[src/rtl/ddc_i2c_master.sv]
module ddc_i2c_master #(
  parameter logic [7:0] DIV_RESET = 8'h0B
) (
  input  logic       clk,
  input  logic       rst_n,
  input  logic       host_we,
  input  logic [3:0] host_addr,
  input  logic [7:0] host_wdata,
  output logic [7:0] host_rdata,
  output logic       irq,
  input  logic       scl_i,
  output logic       scl_oe,
  input  logic       sda_i,
  output logic       sda_oe
);
  localparam logic [3:0] A_DEV = 4'd0, A_SUB = 4'd1, A_DOUT = 4'd2, A_DIN = 4'd3,
                         A_OP = 4'd4, A_STAT = 4'd5, A_MUTE = 4'd6, A_DIV = 4'd7,
                         A_SRST = 4'd8, A_POL = 4'd9;

  typedef enum logic [2:0] {S_IDLE, S_START, S_TX, S_RX, S_STOP} st_t;

  st_t        st;
  logic [6:0] dev;
  logic [7:0] sub, dout, din, div, cnt, shift;
  logic [1:0] stat, mute, ph, step;
  logic [2:0] pol;
  logic [3:0] bitn;
  logic       rd_op, rep, fail, nack_s;
  logic       ev_done, ev_nack, ev_arb;

  wire op_go = host_we && host_addr == A_OP && st == S_IDLE &&
               (host_wdata == 8'h01 || host_wdata == 8'h10);
  wire srst  = host_we && host_addr == A_SRST && host_wdata == 8'h00;
  wire tick  = st != S_IDLE && cnt == div;
  wire [1:0] clr = (host_we && host_addr == A_STAT) ? host_wdata[1:0] : 2'b00;

  assign irq = |(stat & ~mute);

  always_ff @(posedge clk or negedge rst_n) begin
    if (!rst_n) begin
      dev <= '0; sub <= '0; dout <= '0; mute <= 2'b11;
      div <= DIV_RESET; pol <= 3'b111; stat <= '0;
    end else begin
      if (host_we) begin
        case (host_addr)
          A_DEV:  dev  <= host_wdata[6:0];
          A_SUB:  sub  <= host_wdata;
          A_DOUT: dout <= host_wdata;
          A_MUTE: mute <= host_wdata[1:0];
          A_DIV:  div  <= host_wdata;
          A_POL:  pol  <= host_wdata[2:0];
          default: ;
        endcase
      end
      stat <= (stat & ~clr) | {ev_done & pol[0], (ev_nack & pol[1]) | (ev_arb & pol[2])};
    end
  end

  always_ff @(posedge clk or negedge rst_n) begin
    if (!rst_n) begin
      st <= S_IDLE; ph <= '0; cnt <= '0; step <= '0; bitn <= '0; shift <= '0;
      din <= '0; rd_op <= 1'b0; rep <= 1'b0; fail <= 1'b0; nack_s <= 1'b0;
      ev_done <= 1'b0; ev_nack <= 1'b0; ev_arb <= 1'b0;
    end else begin
      ev_done <= 1'b0; ev_nack <= 1'b0; ev_arb <= 1'b0;
      cnt <= (st == S_IDLE || tick) ? 8'd0 : cnt + 8'd1;
      if (srst) begin
        st <= S_IDLE; ph <= '0;
      end else if (op_go) begin
        st <= S_START; ph <= '0; rep <= 1'b0; step <= '0; fail <= 1'b0;
        rd_op <= host_wdata[0];
      end else if (tick) begin
        ph <= ph + 2'd1;
        case (st)
          S_START:
            if (ph == 2'd3) begin
              st <= S_TX; bitn <= '0; shift <= {dev, step == 2'd3};
            end
          S_TX: begin
            if (ph == 2'd2) begin
              if (bitn == 4'd8) nack_s <= sda_i;
              else if (shift[7] && !sda_i) begin
                st <= S_IDLE; ph <= '0; ev_arb <= 1'b1;
              end
            end
            if (ph == 2'd3) begin
              if (bitn != 4'd8) begin
                bitn <= bitn + 4'd1; shift <= {shift[6:0], 1'b0};
              end else if (nack_s) begin
                st <= S_STOP; fail <= 1'b1;
              end else if (step == 2'd2) begin
                st <= S_STOP;
              end else if (step == 2'd3) begin
                st <= S_RX; bitn <= '0;
              end else if (step == 2'd1 && rd_op) begin
                st <= S_START; rep <= 1'b1; step <= 2'd3;
              end else begin
                bitn <= '0; step <= step + 2'd1;
                shift <= (step == 2'd0) ? sub : dout;
              end
            end
          end
          S_RX: begin
            if (ph == 2'd2 && bitn != 4'd8) shift <= {shift[6:0], sda_i};
            if (ph == 2'd3) begin
              if (bitn == 4'd8) begin
                din <= shift; st <= S_STOP;
              end else bitn <= bitn + 4'd1;
            end
          end
          S_STOP:
            if (ph == 2'd3) begin
              st <= S_IDLE;
              if (fail) ev_nack <= 1'b1;
              else ev_done <= 1'b1;
            end
          default: ;
        endcase
      end
    end
  end

  always_comb begin
    scl_oe = 1'b0;
    sda_oe = 1'b0;
    case (st)
      S_START: begin
        scl_oe = (ph == 2'd0 && rep) || ph == 2'd3;
        sda_oe = ph[1];
      end
      S_TX: begin
        scl_oe = ph == 2'd0 || ph == 2'd3;
        sda_oe = bitn != 4'd8 && !shift[7];
      end
      S_RX:   scl_oe = ph == 2'd0 || ph == 2'd3;
      S_STOP: begin
        scl_oe = ph == 2'd0;
        sda_oe = !ph[1];
      end
      default: ;
    endcase
  end

  always_comb begin
    case (host_addr)
      A_DEV:  host_rdata = {1'b0, dev};
      A_SUB:  host_rdata = sub;
      A_DOUT: host_rdata = dout;
      A_DIN:  host_rdata = din;
      A_STAT: host_rdata = {6'd0, stat};
      A_MUTE: host_rdata = {6'd0, mute};
      A_DIV:  host_rdata = div;
      A_SRST: host_rdata = 8'h01;
      A_POL:  host_rdata = {5'd0, pol};
      default: host_rdata = 8'h00;
    endcase
  end


  one_event_chk: assert property (@(posedge clk) disable iff (!rst_n)
    $onehot0({ev_done, ev_nack, ev_arb}));


  stat_clear_chk: assert property (@(posedge clk) disable iff (!rst_n)
    (host_we && host_addr == A_STAT && host_wdata[1] && !ev_done) |=> !stat[1]);


  irq_cause_chk: assert property (@(posedge clk) disable iff (!rst_n)
    $rose(irq) |-> ($past(ev_done || ev_nack || ev_arb) || $past(host_we && host_addr == A_MUTE)));


  srst_release_chk: assert property (@(posedge clk) disable iff (!rst_n)
    srst |=> (!scl_oe && !sda_oe));


  arb_release_chk: assert property (@(posedge clk) disable iff (!rst_n)
    ev_arb |-> (!scl_oe && !sda_oe));


  sda_low_phase_chk: assert property (@(posedge clk) disable iff (!rst_n)
    (st == S_TX && $past(st) == S_TX && sda_oe != $past(sda_oe)) |-> scl_oe);
endmodule

[config.mk]
export PLATFORM = sky130hd
export DESIGN_NAME = ddc_i2c_master
export DESIGN_NICKNAME = d
export VERILOG_FILES = /design/src/rtl/ddc_i2c_master.sv
export SDC_FILE = /design/constraint.sdc
export NUM_CORES = 1
export LEC_CHECK = 0
export BUFFER_PORTS_ARGS = -buffer_cell sky130_fd_sc_hd__buf_2
export CAP_MARGIN = 10
export CORE_ASPECT_RATIO = 0.75
export CORE_MARGIN = 2
export CORE_UTILIZATION = 45
export DETAILED_ROUTE_END_ITERATION = 8
export PLACE_DENSITY = 0.68
export SYNTH_ARGS = -nofsm -noshare
export SYNTH_HDL_FRONTEND = slang
export SYNTH_SLANG_ARGS = --single-unit
[constraint.sdc]
create_clock -name clk -period 6.7 [get_ports clk]
set_clock_uncertainty 0.2 [all_clocks]
set_input_delay 0 -clock clk [delete_from_list [all_inputs] [get_ports clk]]
set_output_delay 0 -clock clk [all_outputs]
set_load 0.01 [all_outputs]
==> impl_metrics.yaml <==
clock_network:
  clk_pin_slew_ps: 60
  cts_buffer_depth: 2
  cts_resized: 0
  cts_tree: "yes"
  htree_num_levels: 3
  cts_buffers: 9
  cts_sinks: 80
  cts_root_buf: "clkbuf_16"
  clkLatencyLatePin_ps: 340
timing:
  rsz0062_at_grt: "false"
  setup_viol: 0
  tns_ps: 0
  tightest_slew_ps: 1018
  relSlewSlack: 0.3210
  fmax_ghz: 0.3372
  period_needed_ps: 2966
  hold_ws_ps: 70.33
  min_period_over_period: 0.4426
  hold_viol_final: 0
  maxSlewViolCount: 0
  layout_setup_ws_ps: 3734
synthesis:
  ys_seq_area_frac: 0.4416
  synth_fp_nets: 459
  syn_area_sq_um: 4556
  synth-seq-cells: 80
  synth_top_cell_area_share: 0.3955
  ys_async_sr_fraction: 1.000
  ys_types: 64
  syn_inst: 432
  synth_area_leaders: "dfrtp_1, mux2_2, dfstp_2"
  syn_avg_cell_area_sq_um: 10.55
  synth-edff-count: 0
  synth_area_leader_cell: "dfrtp_1"
  synthFlopType: "dfrtp_1"
  yosysWarnings: 0
final_layout:
  final_common_cell: "dfrtp_1"
  n_fill_cell: 846
  area_growth_pct: 12.94
  layout_common_cells: "dfrtp_1, mux2_2, nand2_1"
  instances_no_fill: 597
  antennaDiodeCount: 0
  num-nets-final: 487
  layout-drive-gt1-share: 0.2495
placed_design:
  dp_hpwl_um: 7930
  place_inst: 569
  dpl_worst_slack_ps: 3793
  place.gp.congestion: 0.9114
  port_buffers: 26
worst_setup_path:
  r2r_cells: 5
  cp.arrival_ps: 2990
  critPathMaxFanout: 23
  r2r_slack_ps: 3730
  max_stage_delay_ps: 620
  cp-start-kind: "flip-flop"
  crit_slowest_cell: "dfrtp_1"
  path_cells: "or3_4, or3_4, a21oi_4, nor4b_4, mux2_1"
  crit_top_cell: "or3_4"
  cp_data_required_time_ps: 6720
  criticalPathCategory: "flip-flop to flip-flop"
  end_kind: "flip-flop"
floorplanning:
  core_region_area_sq_um: 9736
  die_w_um: 120.2
  dieArea_sq_um: 10950
  io_pins: 28
  core.rowCount: 31
  die_h_um: 91.14
  start_util: 0.4679
detailed_routing:
  vias_per_cell: 5.858
  ant_nets: 0
  drt_iter0_markers: 274
  wl_per_cell_um: 18.72
  drc: 0
  firstDrtPassIters: 5
  routed_wl_um: 11180
  num_vias: 3497
global_route:
  grt_pass1_vias: 3430
  grt_max_degree: 81
  grt_pass1_wl_um: 18510
  grt_util_all_layers: 0.2197
  grt_overflow: 0
  antenna_found_initial: 0
pwr:
  powerDensity_nw_per_um2: 274.1
  total_power_w: 0.001410
  leakagePower_nw: 2.214
  vdd_drop_max_mv: 0.1676
worst_hold_path:
  min-delay-path-class: "input port to flip-flop"
  whs_path_depth: 3
job:
  cap_violations: 0
run_status:
  status: "finished clean"
final cells by class:
class | count | area (sq um) | share of cell area
Sequential cell | 80 | 2012 | 0.3911
Timing Repair Buffer | 38 | 252.7 | 0.04912
Tap cell | 132 | 165.2 | 0.03210
Inverter | 11 | 41.29 | 0.008025
Clock buffer | 12 | 246.5 | 0.04791
Clock inverter | 4 | 20.02 | 0.003891
Multi-Input combinational cell | 320 | 2407 | 0.4679
per-layer routing:
layer	global-route usage	part of all wire	vias to the layer above
met3	0.07161	0.066	4
met1	0.3313	0.50	1753
met4	0.04706	0.0048	0
met5	0	0	-
li1	-	-	1638
met2	0.3045	0.43	102
logic make-up (layout without fill, tap and decap cells):
kind of cell / Yosys count / after routing / share of synthesized area
AO/OA/AOI/OAI: 82 / 82 / 0.1236
XOR/XNOR: 15 / 15 / 0.02884
flip-flops: 80 / 80 / 0.4416
adder cells (fa/ha/maj): 10 / 10 / 0.02746
AND/OR/NAND/NOR: 143 / 143 / 0.1769
buffers and inverters: 32 / 65 / 0.02993
multiplexers: 70 / 70 / 0.1717
power breakdown:
part | leakage [nW] | internal [W] | total (W) | switching (W)
logic | 1.10 | 0.000141 | 0.000305 | 0.000164
clock network | 0.136 | 0.000258 | 0.000446 | 0.000188
registers | 0.976 | 0.000574 | 0.000659 | 0.0000854
worst max-delay path: cells and delay by family (launching register included):
kind	cells	cell delay, ps
AOI/OAI and AO/OA	1	500
muxes	1	350
DFF	1	620
and+or+nand+nor	3	1160
flip-flops by register name, summed over array words and instances (netlist names), 2 cells and up:
register / count
cnt: 8
din: 8
div: 8
dout: 8
shift: 8
sub: 8
dev: 7
bitn: 4
pol: 3
st: 3
mute: 2
ph: 2
stat: 2
step: 2
path summary, 6_finish.rpt:
path	from	to
hold reg to reg	fail	ev_done
hold / removal	host_addr[0]	mute[1]
max in group asynchronous	rst_n	sub[2]
setup / recovery	st[0]	shift[1]
min in group asynchronous	rst_n	rep
setup reg to reg	st[0]	shift[1]
cell usage after synthesis, types with 3 or more instances:
cell,number
nor4_1,3
a22oi_1,5
nor2_1,25
a21oi_1,15
clkbuf_1,15
nand3_1,13
nor3_1,19
ha_1,10
or3_1,3
nor2b_1,5
nand4b_1,3
xnor2_1,4
xor2_1,11
mux2i_1,14
o22ai_1,3
nand2b_1,6
inv_1,11
a22o_1,6
nand3b_1,5
and3_1,6
mux2_2,53
dfstp_2,8
o21ai_0,26
buf_1,3
nand2_1,37
dfrtp_1,72
through the flow:
stage                     area, sq um  utilization
after global routing             5145       0.5285
after global placement           4758       0.4888
after CTS                        5145       0.5285
after detailed placement         4758       0.4888
after floorplan                  4556            -
final                            5145       0.5285
what timing repair did:
action                    in CTS  in global routing
hold endpoints to repair     114                  0
setup buffers                  0                  0
hold buffers                  12                  0
Power figures use the tool's default switching activity.
